==> src/rtl/cdm_pkg.sv <==
`timescale 1ns/1ps
package cdm_pkg;
  localparam int unsigned CODE_W = 3;
  localparam int unsigned PIN_N  = 4;

  typedef struct packed {
    logic [CODE_W-1:0] alt_code;
    logic              vol_en;
    logic              irq_hi;
  } ctl_t;

  localparam int unsigned CTL_W = $bits(ctl_t);

  typedef enum logic [1:0] {
    SH_AUX = 2'd0,
    SH_ALT = 2'd1,
    SH_VOL = 2'd2
  } sh_role_e;

  localparam logic [1:0] REG_PRI = 2'd0;
  localparam logic [1:0] REG_ALT = 2'd1;
  localparam logic [1:0] REG_CTL = 2'd2;
endpackage

==> src/rtl/cdm_cfg_regs.sv <==
`timescale 1ns/1ps
module cdm_cfg_regs
  import cdm_pkg::*;
#(
  parameter int unsigned      ADDR_W  = 16,
  parameter logic [ADDR_W-1:0] PRI_RST = 16'h0170,
  parameter logic [ADDR_W-1:0] ALT_RST = 16'h0376
) (
  input  logic              clk,
  input  logic              rst_n,
  input  logic              cfg_we,
  input  logic [1:0]        cfg_addr,
  input  logic [ADDR_W-1:0] cfg_wdata,
  output logic [ADDR_W-1:0] pri_base,
  output logic [ADDR_W-1:0] alt_base,
  output ctl_t              ctl
);
  localparam ctl_t CTL_RST = '{alt_code: '0, vol_en: 1'b0, irq_hi: 1'b1};

  logic wr_pri, wr_alt, wr_ctl;
  assign wr_pri = cfg_we && (cfg_addr == REG_PRI);
  assign wr_alt = cfg_we && (cfg_addr == REG_ALT);
  assign wr_ctl = cfg_we && (cfg_addr == REG_CTL);

  always_ff @(posedge clk or negedge rst_n) begin
    if (!rst_n) begin
      pri_base <= PRI_RST;
      alt_base <= ALT_RST;
      ctl      <= CTL_RST;
    end else begin
      if (wr_pri) pri_base <= cfg_wdata;
      if (wr_alt) alt_base <= cfg_wdata;
      if (wr_ctl) ctl      <= ctl_t'(cfg_wdata[CTL_W-1:0]);
    end
  end

  a_r4_reset_values: assert property (@(posedge clk) disable iff (!rst_n)
    $rose(rst_n) |-> (pri_base == PRI_RST) && (alt_base == ALT_RST) && (ctl == CTL_RST));

  a_r10_ctl_load: assert property (@(posedge clk) disable iff (!rst_n)
    wr_ctl |=> ctl == ctl_t'($past(cfg_wdata[CTL_W-1:0])));

  a_r10_base_load: assert property (@(posedge clk) disable iff (!rst_n)
    wr_pri |=> pri_base == $past(cfg_wdata));
endmodule

==> src/rtl/cdm_strap_latch.sv <==
`timescale 1ns/1ps
module cdm_strap_latch #(
  parameter int unsigned N = 2
) (
  input  logic         clk,
  input  logic         rst_n,
  input  logic [N-1:0] strap_in,
  output logic [N-1:0] strap_q
);
  // sampled continuously while reset is held; frozen once it is released
  always_ff @(posedge clk) begin
    if (!rst_n) strap_q <= strap_in;
  end

  a_r8_straps_hold: assert property (@(posedge clk) disable iff (!rst_n)
    $past(rst_n) |-> $stable(strap_q));
endmodule

==> src/rtl/cdm_decode.sv <==
`timescale 1ns/1ps
module cdm_decode
  import cdm_pkg::*;
#(
  parameter int unsigned ADDR_W = 16,
  parameter int unsigned PRI_LG = 3
) (
  input  logic              clk,
  input  logic              rst_n,
  input  logic [ADDR_W-1:0] isa_addr,
  input  logic              isa_aen,
  input  logic [ADDR_W-1:0] pri_base,
  input  logic [ADDR_W-1:0] alt_base,
  input  logic [CODE_W-1:0] alt_code,
  output logic              pri_hit,
  output logic              alt_hit,
  output logic              pri_sel_n,
  output logic              alt_sel_n
);
  // mask of the offset bits: smallest 2^k - 1 that covers the size code
  function automatic logic [ADDR_W-1:0] span_mask(input logic [CODE_W-1:0] code);
    logic [CODE_W-1:0] m;
    m = code;
    for (int s = 1; s < CODE_W; s++) m = m | (code >> s);
    return ADDR_W'(m);
  endfunction

  function automatic logic in_alt(input logic [ADDR_W-1:0] a,
                                  input logic [ADDR_W-1:0] b,
                                  input logic [CODE_W-1:0] code);
    logic [ADDR_W-1:0] m;
    m = span_mask(code);
    return ((a & ~m) == (b & ~m)) && ((a & m) <= ADDR_W'(code));
  endfunction

  function automatic logic in_pri(input logic [ADDR_W-1:0] a,
                                  input logic [ADDR_W-1:0] b);
    return a[ADDR_W-1:PRI_LG] == b[ADDR_W-1:PRI_LG];
  endfunction

  assign pri_hit   = in_pri(isa_addr, pri_base);
  assign alt_hit   = in_alt(isa_addr, alt_base, alt_code);
  assign pri_sel_n = ~(pri_hit && !isa_aen);
  assign alt_sel_n = ~(alt_hit && !isa_aen);

  a_r1_pri_block: assert property (@(posedge clk) disable iff (!rst_n)
    !pri_sel_n |-> (isa_addr >= pri_base - (pri_base % (ADDR_W'(1) << PRI_LG))));
  a_r2_alt_len: assert property (@(posedge clk) disable iff (!rst_n)
    !alt_sel_n |-> ((isa_addr - (alt_base & ~span_mask(alt_code))) <= ADDR_W'(alt_code)));
endmodule

==> src/rtl/cdm_pin_mux.sv <==
`timescale 1ns/1ps
module cdm_pin_mux
  import cdm_pkg::*;
(
  input  logic             clk,
  input  logic             rst_n,
  input  logic             drive_mode,
  input  logic             alt_strap,
  input  logic             vol_en,
  input  logic             irq_hi,
  input  logic             pri_sel_n,
  input  logic             alt_sel_n,
  input  logic [PIN_N-1:0] addr_hi,
  input  logic             isa_dack_n,
  input  logic [PIN_N-1:0] mf_in,
  input  logic             sh_in,
  input  logic             aux_ctl,
  output logic [PIN_N-1:0] mf_out,
  output logic [PIN_N-1:0] mf_oe,
  output logic             isa_irq,
  output logic             isa_drq,
  output logic             sh_out,
  output logic             sh_oe,
  output logic             vol_down
);
  // pin 0 select out, pin 1 interrupt in, pin 2 request in, pin 3 acknowledge out
  localparam logic [PIN_N-1:0] DRIVE_OE = 4'b1001;

  logic             dack_to_drive;
  logic [PIN_N-1:0] drive_val;
  sh_role_e         sh_role;

  assign dack_to_drive = drive_mode ? isa_dack_n : 1'b1;
  assign drive_val     = {dack_to_drive, 1'b1, 1'b1, pri_sel_n};

  assign isa_irq = drive_mode && (irq_hi ? mf_in[1] : ~mf_in[1]);
  assign isa_drq = drive_mode && mf_in[2];

  for (genvar p = 0; p < PIN_N; p++) begin : g_pin
    assign mf_out[p] = drive_mode ? drive_val[p] : addr_hi[p];
    assign mf_oe[p]  = drive_mode ? DRIVE_OE[p]  : 1'b1;
  end

  always_comb begin
    if (vol_en)         sh_role = SH_VOL;
    else if (alt_strap) sh_role = SH_ALT;
    else                sh_role = SH_AUX;
  end

  always_comb begin
    sh_out   = aux_ctl;
    sh_oe    = 1'b1;
    vol_down = 1'b0;
    case (sh_role)
      SH_VOL: begin
        sh_out   = 1'b1;
        sh_oe    = 1'b0;
        vol_down = ~sh_in;
      end
      SH_ALT:  sh_out = alt_sel_n;
      default: sh_out = aux_ctl;
    endcase
  end

  a_r9_vol_owns_pin: assert property (@(posedge clk) disable iff (!rst_n)
    vol_en |-> !sh_oe);
  a_r9_quiet_button: assert property (@(posedge clk) disable iff (!rst_n)
    !vol_en |-> !vol_down);
  a_r7_default_quiet: assert property (@(posedge clk) disable iff (!rst_n)
    !drive_mode |-> !isa_irq && !isa_drq && (mf_oe == '1));
  a_r6_drive_inputs: assert property (@(posedge clk) disable iff (!rst_n)
    drive_mode |-> !mf_oe[1] && !mf_oe[2]);
endmodule

==> src/rtl/cdrom_pinmux.sv <==
`timescale 1ns/1ps
module cdrom_pinmux
  import cdm_pkg::*;
#(
  parameter int unsigned       ADDR_W  = 16,
  parameter int unsigned       PRI_LG  = 3,
  parameter logic [ADDR_W-1:0] PRI_RST = 16'h0170,
  parameter logic [ADDR_W-1:0] ALT_RST = 16'h0376
) (
  input  logic              clk,
  input  logic              rst_n,
  input  logic              strap_drive,
  input  logic              strap_alt,
  input  logic              cfg_we,
  input  logic [1:0]        cfg_addr,
  input  logic [ADDR_W-1:0] cfg_wdata,
  input  logic [ADDR_W-1:0] isa_addr,
  input  logic              isa_aen,
  input  logic              isa_dack_n,
  output logic              isa_irq,
  output logic              isa_drq,
  input  logic [3:0]        mf_in,
  output logic [3:0]        mf_out,
  output logic [3:0]        mf_oe,
  input  logic              sh_in,
  output logic              sh_out,
  output logic              sh_oe,
  input  logic              aux_ctl,
  output logic              vol_down
);
  localparam int unsigned HI_LSB = ADDR_W - PIN_N;

  logic [ADDR_W-1:0] pri_base, alt_base;
  ctl_t              ctl;
  logic [1:0]        strap_q;
  logic              drive_mode, alt_strap;
  logic              pri_hit, alt_hit, pri_sel_n, alt_sel_n;

  cdm_cfg_regs #(.ADDR_W(ADDR_W), .PRI_RST(PRI_RST), .ALT_RST(ALT_RST)) u_regs (
    .clk(clk), .rst_n(rst_n), .cfg_we(cfg_we), .cfg_addr(cfg_addr),
    .cfg_wdata(cfg_wdata), .pri_base(pri_base), .alt_base(alt_base), .ctl(ctl)
  );

  cdm_strap_latch #(.N(2)) u_straps (
    .clk(clk), .rst_n(rst_n), .strap_in({strap_alt, strap_drive}), .strap_q(strap_q)
  );
  assign drive_mode = strap_q[0];
  assign alt_strap  = strap_q[1];

  cdm_decode #(.ADDR_W(ADDR_W), .PRI_LG(PRI_LG)) u_dec (
    .clk(clk), .rst_n(rst_n), .isa_addr(isa_addr), .isa_aen(isa_aen),
    .pri_base(pri_base), .alt_base(alt_base), .alt_code(ctl.alt_code),
    .pri_hit(pri_hit), .alt_hit(alt_hit), .pri_sel_n(pri_sel_n), .alt_sel_n(alt_sel_n)
  );

  cdm_pin_mux u_mux (
    .clk(clk), .rst_n(rst_n), .drive_mode(drive_mode), .alt_strap(alt_strap),
    .vol_en(ctl.vol_en), .irq_hi(ctl.irq_hi), .pri_sel_n(pri_sel_n),
    .alt_sel_n(alt_sel_n), .addr_hi(isa_addr[ADDR_W-1:HI_LSB]),
    .isa_dack_n(isa_dack_n), .mf_in(mf_in), .sh_in(sh_in), .aux_ctl(aux_ctl),
    .mf_out(mf_out), .mf_oe(mf_oe), .isa_irq(isa_irq), .isa_drq(isa_drq),
    .sh_out(sh_out), .sh_oe(sh_oe), .vol_down(vol_down)
  );

  a_r3_aen_blocks_main: assert property (@(posedge clk) disable iff (!rst_n)
    (isa_aen && drive_mode) |-> mf_out[0]);
  a_r3_aen_blocks_alt: assert property (@(posedge clk) disable iff (!rst_n)
    (isa_aen && alt_strap && !ctl.vol_en) |-> sh_out);
endmodule

==> config.mk <==
export PLATFORM = sky130hd
export DESIGN_NAME = cdrom_pinmux
export DESIGN_NICKNAME = d
export VERILOG_FILES = /design/src/rtl/cdm_pkg.sv /design/src/rtl/cdm_cfg_regs.sv /design/src/rtl/cdm_strap_latch.sv /design/src/rtl/cdm_decode.sv /design/src/rtl/cdm_pin_mux.sv /design/src/rtl/cdrom_pinmux.sv
export SDC_FILE = /design/constraint.sdc
export NUM_CORES = 1
export LEC_CHECK = 0
export ABC_AREA = 1
export BUFFER_PORTS_ARGS = -buffer_cell sky130_fd_sc_hd__buf_2
export CAP_MARGIN = 40
export CORE_UTILIZATION = 52
export CTS_CLUSTER_DIAMETER = 200
export CTS_CLUSTER_SIZE = 20
export DETAILED_ROUTE_END_ITERATION = 8
export PLACE_DENSITY_LB_ADDON = 0.15
export SLEW_MARGIN = 20
export SYNTH_ARGS = -nofsm -noshare
export SYNTH_HDL_FRONTEND = slang
export SYNTH_SLANG_ARGS = --single-unit
export TNS_END_PERCENT = 30
==> constraint.sdc <==
create_clock -name clk -period 2.35 [get_ports clk]
set_input_delay 0.47 -clock clk [delete_from_list [all_inputs] [get_ports clk]]
set_output_delay 0.47 -clock clk [all_outputs]
set_load 0.02 [all_outputs]
==> metrics.md, run 1 <==
| Metric | Value |
|---|---|
| Outcome | complete, no violations |
| Top post-synthesis cells by count | nand2_1 (104), inv_1 (51), o21ai_1 (40) |
| Fmax | 439 MHz |
| Post-synth EDFFs | 2 |
| Place WS | 294 ps |
| ANT nets after route | 0 |
| Fin Hold WS | 216 ps |
| Final Max Slew Viols | 0 |
| Wire per inst | 10.5 um |
| Final Net Count | 409 |
| Initial Util | 0.551 |
| Yosys top cell area share | 0.267 |
| Ys async rst share | 0.944 |
| CTS Buffer Depth | 2 |
| Area of the core | 0.00374 mm2 |
| Area of the multi-input gates | 877 um2 |
| Fin crit period | 2280 ps |
| Final setup TNS | 0 ps |
| H-tree Lvls | 2 |
| Maximum fanout along the worst path | 3 |
| Top FF cell, synth | dfrtp_1 |
| LEAKAGE | 1.42 nW |
| Unique cell type count in the Yosys netlist | 24 |
| Largest net degree at the start of global routing | 35 |
| Routed vias/inst | 4.75 |
| Post-route setup slack | 70.1 ps |
| Root buf cell | clkbuf_8 |
| Worst-path clk slew | 70 ps |
| Antenna violations before repair | 0 |
| ANT cells | 0 |
| CP endpoint kind | primary output |
| Final Skew | 0 ps |
| First-pass DRT Iterations | 4 |
| Area contributors post-synth | dfrtp_1 (27%), nand2_1 (19%), dfstp_2 (15%) |
| P per Cell Area | 680 mW/mm2 |
| Via count | 1941 |
| Hold buffers post-CTS | 0 |
| Share of cells above drive strength 1 | 0.252 |
| Syn Area/Cell | 6.83 um2 |
| CP Data Arrival Time | 1810 ps |
| Syn Inst Count | 302 |
| Vias in the first global route | 1678 |
| Critical path required time | 1880 ps |
| Die Wd | 65.0 um |
| Total Power | 0.00169 W |
| Clk Latency, worst-skew pair | 290 ps |
| Setup repair after global routing missed its margin | true |
| Die ar. | 0.00422 mm2 |
| MaxCap Viol Count | 0 |
| Yosys warns | 0 |
| CTS tree | built |
| Post-route DRC | 0 |
| Fillers | 356 |
| Final core occ | 0.663 |
| CTS Buf Count | 5 |
| Detailed Route WL | 4280 um |
| Clk sinks | 36 |
| Layout area overhead | 20.3% |
| Synth Register Bits | 36 |
| Yosys top cell by area | dfrtp_1 |
| Final period util | 0.970 |
| Count leader, synth | nand2_1 |
| Global route overflow | 0 |
| Row cnt | 22 |
| Routability cong. | 0.801 |
| Worst vdd ir | 398 uV |
| CP startpoint kind | flop |
| Final hold violations | 0 |
| Number of I/O port buffers | 55 |
| Final setup vio count | 0 |
| DRC marker count from the first detailed-route iteration | 96 |
| Io pins | 60 |
| Sequential area share after synthesis | 0.449 |
| Setup CP Type | reg -> out |
| GRT Util Overall | 0.231 |
| Register Area | 926 um2 |
| HP Class | in -> async |
| Post-DP HPWL | 3260 um |
| Die height | 65.0 um |
| Cell Area, Synth | 0.00206 mm2 |
| First-pass GRT wire length | 7330 um |
## critical path, stage by stage (launching register included)
cell and delay, ps:
dfrtp_1 410, inv_2 80, nand2_2 60, o21ai_1 140, ha_1 240, nand2_1 70, inv_2 30, nor2_1 70
nand2_1 50, nand2_1 50, nor2_1 40, nand3_1 60, nand2_1 50, inv_1 60, buf_6 110
## worst paths after layout
path | slack, ps | end | cells after the start | start
setup / recovery | 70 | sh_out | 14 | u_regs.ctl[4]
min in group clk | 360 | u_straps.strap_q[0] | 1 | strap_drive
hold / removal | 220 | u_regs.alt_base[10] | 2 | rst_n
hold reg to reg | 480 | u_regs.alt_base[5] | 2 | u_regs.alt_base[5]
max in group asynchronous | 1800 | u_regs.pri_base[8] | 2 | rst_n
setup reg to reg | 1560 | u_regs.ctl[4] | 3 | u_regs.ctl[4]
## where the power goes
part	internal (W)	total [W]	leakage, nW	switching [W]
sequential	0.000746	0.000818	0.420	0.0000723
combinational	0.000176	0.000419	0.945	0.000243
clock	0.000234	0.000450	0.0510	0.000216
## cell type report
type | count | area share
tap | 48 | 0.0242
sequential | 36 | 0.373
clock buffer | 6 | 0.0333
multi-input combinational | 200 | 0.354
timing repair buffer | 58 | 0.123
clock inverter | 2 | 0.00403
inverter | 59 | 0.0893
## cells by family (layout without fill, tap and decap cells)
logic type	Yosys count	in the layout	share of synthesized area
and+or+nand+nor	144	144	0.274
xor gates and xnor gates	2	2	0.00849
buffers and inverters	67	125	0.130
AOI/OAI and AO/OA	50	50	0.124
adders and majority gates	2	2	0.0121
other	1	2	0.00182
DFF	36	36	0.449
## metal layers
| metal | vias up | part of all wire | global-route usage |
|---|---|---|---|
| met4 | 0 | 0.015 | 0.0750 |
| met5 | - | 0 | 0 |
| li1 | 1024 | - | - |
| met2 | 52 | 0.46 | 0.358 |
| met1 | 856 | 0.47 | 0.316 |
| met3 | 9 | 0.050 | 0.0546 |
## cells in the final DEF (no fill, tap or decap), types with 3 or more instances in the layout
cell,Yosys,final
nor2_1,29,28
dfrtp_1,22,22
clkbuf_8,0,6
inv_2,8,9
o21ai_1,40,41
buf_2,5,54
buf_4,3,3
dfstp_2,12,12
inv_1,51,50
o21ai_0,5,4
nand2_1,104,103
nand3_1,6,6
## metrics by stage
step,cells,cell area [um2]
2_1_floorplan,303,2070
3_3_place_gp,400,2370
3_5_place_dp,400,2370
4_1_cts,409,2470
5_1_grt,409,2480
6_report,409,2480
## registers in the layout, summed over array words and instances (netlist names)
name,count
u_regs.ctl,5
u_regs.alt_base,16
u_straps.strap_q,2
u_regs.pri_base,13
## what timing repair did
action                                  CTS  global route
gates resized for setup                   1             5
endpoints found under the setup margin    1             1
hold endpoints to repair                  0             0
pin swaps                                 0             6
setup buffers                             1             0
Power figures use the tool's default switching activity.
==> run 2: changes to the inputs <==
--- a/config.mk
+++ b/config.mk
@@ -5,10 +5,9 @@
 export SDC_FILE = /design/constraint.sdc
 export NUM_CORES = 1
 export LEC_CHECK = 0
-export ABC_AREA = 1
 export BUFFER_PORTS_ARGS = -buffer_cell sky130_fd_sc_hd__buf_2
 export CAP_MARGIN = 40
-export CORE_UTILIZATION = 52
+export CORE_UTILIZATION = 50
 export CTS_CLUSTER_DIAMETER = 200
 export CTS_CLUSTER_SIZE = 20
 export DETAILED_ROUTE_END_ITERATION = 8
==> run 2 against run 1 <==
Effect of this change:
- the run now ends with negative setup slack left
- highest routed layer unchanged
- flip-flop and latch count is the same
- critical endpoint unchanged
- power grew 3.7%
- wire length shrank 9.8%
- cell count shrank 38%
- die area shrank 4.9%
- utilization grew 1.5 points
- setup slack lost 150 ps
- synthesized cell count shrank 52%
==> metrics.md, run 2 <==
| Metric | Value |
|---|---|
| Outcome | finished, violations left (was complete, no violations) |
| Failing checks | negative setup slack |
| Endpoint of the worst-slack reg-to-reg timing path | u_regs.ctl[2] (was u_regs.ctl[4]) |
| Syn Area/Cell | 13.1 um2 (was 6.83 um2) |
| Post-synth EDFFs | 2 (unchanged) |
| ANT nets after route | 0 (unchanged) |
| DRC marker count from the first detailed-route iteration | 40 (was 96) |
| Commonest non-fill, non-tap cell in the layout | buf_2 (was nand2_1) |
| Unique cell type count in the Yosys netlist | 32 (was 24) |
| Yosys warns | 0 (unchanged) |
| LEAKAGE | 1.04 nW (was 1.42 nW) |
| Switching portion of total power | 0.277 (was 0.315) |
| Layout area overhead | 24.8% (was 20.3%) |
| Max reg flops | 16 (unchanged) |
| First-pass DRT Iterations | 4 (unchanged) |
| CTS Buffer Depth | 2 (unchanged) |
| Row cnt | 21 (was 22) |
| Pint | 0.00126 W (was 0.00116 W) |
| Worst-path clk slew | 70 ps (about the same) |
| Post-route setup slack | -83.4 ps (was 70.1 ps) |
| Final Skew | 0 ps (unchanged) |
| Sequential area share after synthesis | 0.492 (was 0.449) |
| Detailed Route WL | 3860 um (was 4280 um) |
| Final period util | 1.04 (was 0.970) |
| Routed vias/inst | 5.11 (was 4.75) |
| Power share of the clock group | 0.254 (was 0.267) |
| Final Net Count | 257 (was 409) |
| Critical path required time | 1880 ps (about the same) |
| CP endpoint kind | primary output (unchanged) |
| Commonest cells after routing, fill and taps aside | buf_2 (54), mux2_2 (34), dfrtp_1 (22) (was nand2_1 (103), buf_2 (54), inv_1 (50)) |
| Initial Util | 0.543 (was 0.551) |
| Count leader, synth | mux2_2 (was nand2_1) |
| CTS tree | built (unchanged) |
| Fillers | 280 (was 356) |
| Fin crit period | 2430 ps (was 2280 ps) |
| HP Class | in -> async (unchanged) |
| Final setup vio count | 1 (was 0) |
| Net Sw Power | 0.000485 W (was 0.000532 W) |
| Post-DP HPWL | 2880 um (was 3260 um) |
| Register Area | 926 um2 (unchanged) |
| Io pins | 60 (unchanged) |
| Synth Register Bits | 36 (unchanged) |
| Clk sinks | 36 (unchanged) |
| Largest net degree at the start of global routing | 35 (unchanged) |
| Antenna violations before repair | 0 (unchanged) |
| CP Data Arrival Time | 1960 ps (was 1810 ps) |
| Yosys top cell area share | 0.292 (was 0.267) |
| Top reg by flops | u_regs.alt_base (unchanged) |
| Cell Area, Synth | 0.00188 mm2 (was 0.00206 mm2) |
| Area of the multi-input gates | 935 um2 (was 877 um2) |
| Ys async rst share | 0.944 (unchanged) |
| Vias in the first global route | 1406 (was 1678) |
| Area of the core | 0.00347 mm2 (was 0.00374 mm2) |
| Final setup TNS | -83.4 ps (was 0 ps) |
| MaxCap Viol Count | 0 (unchanged) |
| Top flop regs | u_regs.alt_base: 16 flops, u_regs.pri_base: 13 flops, u_regs.ctl: 5 flops (unchanged) |
| Setup CP Type | reg -> out (unchanged) |
| R2r setup slk | 1440 ps (was 1560 ps) |
| Share of cells above drive strength 1 | 0.589 (was 0.252) |
| Die height | 63.4 um (was 65.0 um) |
| Die ar. | 0.00402 mm2 (was 0.00422 mm2) |
| Final Max Slew Viols | 0 (unchanged) |
| Root buf cell | clkbuf_8 (unchanged) |
| Top FF cell, synth | dfrtp_1 (unchanged) |
| Global route overflow | 0 (unchanged) |
| Final core occ | 0.677 (was 0.663) |
| CP startpoint kind | flop (unchanged) |
| Hold buffers post-CTS | 0 (unchanged) |
| CTS Buf Count | 5 (unchanged) |
| First-pass GRT wire length | 6510 um (was 7330 um) |
| Via count | 1303 (was 1941) |
| Worst vdd ir | 571 uV (was 398 uV) |
| Die Wd | 63.4 um (was 65.0 um) |
| Logic pwr share | 0.261 (was 0.248) |
| Post-route DRC | 0 (unchanged) |
| Clk Latency, worst-skew pair | 280 ps (was 290 ps) |
| Fmax | 411 MHz (was 439 MHz) |
| R2r worst-path depth | 2 (was 3) |
| Routability cong. | 0.732 (was 0.801) |
| Wire per inst | 15.1 um (was 10.5 um) |
| Top post-synthesis cells by count | mux2_2 (34), dfrtp_1 (22), xnor2_1 (20) (was nand2_1 (104), inv_1 (51), o21ai_1 (40)) |
| P per Cell Area | 745 mW/mm2 (was 680 mW/mm2) |
| Area contributors post-synth | dfrtp_1 (29%), mux2_2 (20%), dfstp_2 (17%) (was dfrtp_1 (27%), nand2_1 (19%), dfstp_2 (15%)) |
| Yosys top cell by area | dfrtp_1 (unchanged) |
| H-tree Lvls | 2 (unchanged) |
| Number of I/O port buffers | 55 (unchanged) |
| CP startpoint | u_regs.ctl[4] (unchanged) |
| Maximum fanout along the worst path | 3 (unchanged) |
| Syn Inst Count | 144 (was 302) |
| Seq pwr share | 0.485 (about the same) |
| Setup repair after global routing missed its margin | true (unchanged) |
| Final hold violations | 0 (unchanged) |
| RR Startpoint | u_regs.ctl[2] (was u_regs.ctl[4]) |
| ANT cells | 0 (unchanged) |
| GRT Util Overall | 0.216 (was 0.231) |
-- run 2: cell types whose count changed after synthesis, moves of 19 or more --
cell / before / now
nand2_1: 104 / 2
inv_1: 51 / 5
mux2_2: 0 / 34
nor2_1: 29 / 3
xnor2_1: 1 / 20
o21ai_1: 40 / 0
-- run 2: timing repair --
action / CTS / global route
pin swaps: 5 / 0
buffers inserted: 4 / 0
gates resized for setup: 6 / 1
endpoints found under the setup margin: 1 / 1
-- run 2: critical path: stages (launching register included) --
cell,delay (ps)
dfrtp_1,400
or3_4,400
nand2_2,80
ha_4,120
nor2b_1,40
o221a_2,220
a211oi_2,150
a21oi_1,100
buf_4,160
-- run 2: cells by family after synthesis --
family / count (synthesis) / share of synthesized area
AOI/OAI and AO/OA: 7 / 0.0266
muxes: 35 / 0.209
adders and majority gates: 2 / 0.0133
buffers and inverters: 10 / 0.0339
and+or+nand+nor: 23 / 0.0837
DFF: 36 / 0.492
other: 1 / 0.00199
xor gates and xnor gates: 30 / 0.140
-- run 2: worst max path at each step --
stage,end,slack [ps],cells after the start
CTS,sh_out,-60,8
global route,sh_out,-160,8
global placement,sh_out,100,8
finish,sh_out,-80,8
detailed placement,sh_out,80,8
floorplan,sh_out,200,7
-- run 2: cell type report --
class | count | area share
well taps | 46 | 0.0245
inverters | 5 | 0.00799
clock buffers | 8 | 0.0383
flip-flops and latches | 36 | 0.394
repair buffers | 61 | 0.137
multi-input cells | 99 | 0.398
-- run 2: per-stage QoR --
stage	setup WS, ps	hold slack, ps	cell area (um2)	total power (W)	std cells
after CTS	-63.9	269	2340	0.00175	255
after global placement	102	489	2190	0.00125	243
after floorplan	198	174	1890	0.00113	145
final	-83.4	257	2350	0.00175	255
after detailed placement	79.4	515	2190	0.00128	243
after global routing	-160	276	2350	0.00185	255
-- run 2: metal layers --
layer,share of wire,GRT usage,wire length [um]
met2,0.51,0.376,1970
met3,0.055,0.0616,212
met1,0.43,0.265,1650
met5,0,0,0
met4,0.0067,0.0455,26
-- run 2: power by group through the flow --
| stage | combinational [W] | clock [W] | sequential (W) |
|---|---|---|---|
| floorplan | 0.000294 | 0 | 0.000840 |
| global placement | 0.000397 | 0 | 0.000852 |
| detailed placement | 0.000414 | 0 | 0.000861 |
| CTS | 0.000452 | 0.000452 | 0.000849 |
| global route | 0.000503 | 0.000481 | 0.000865 |
| finish | 0.000457 | 0.000444 | 0.000849 |
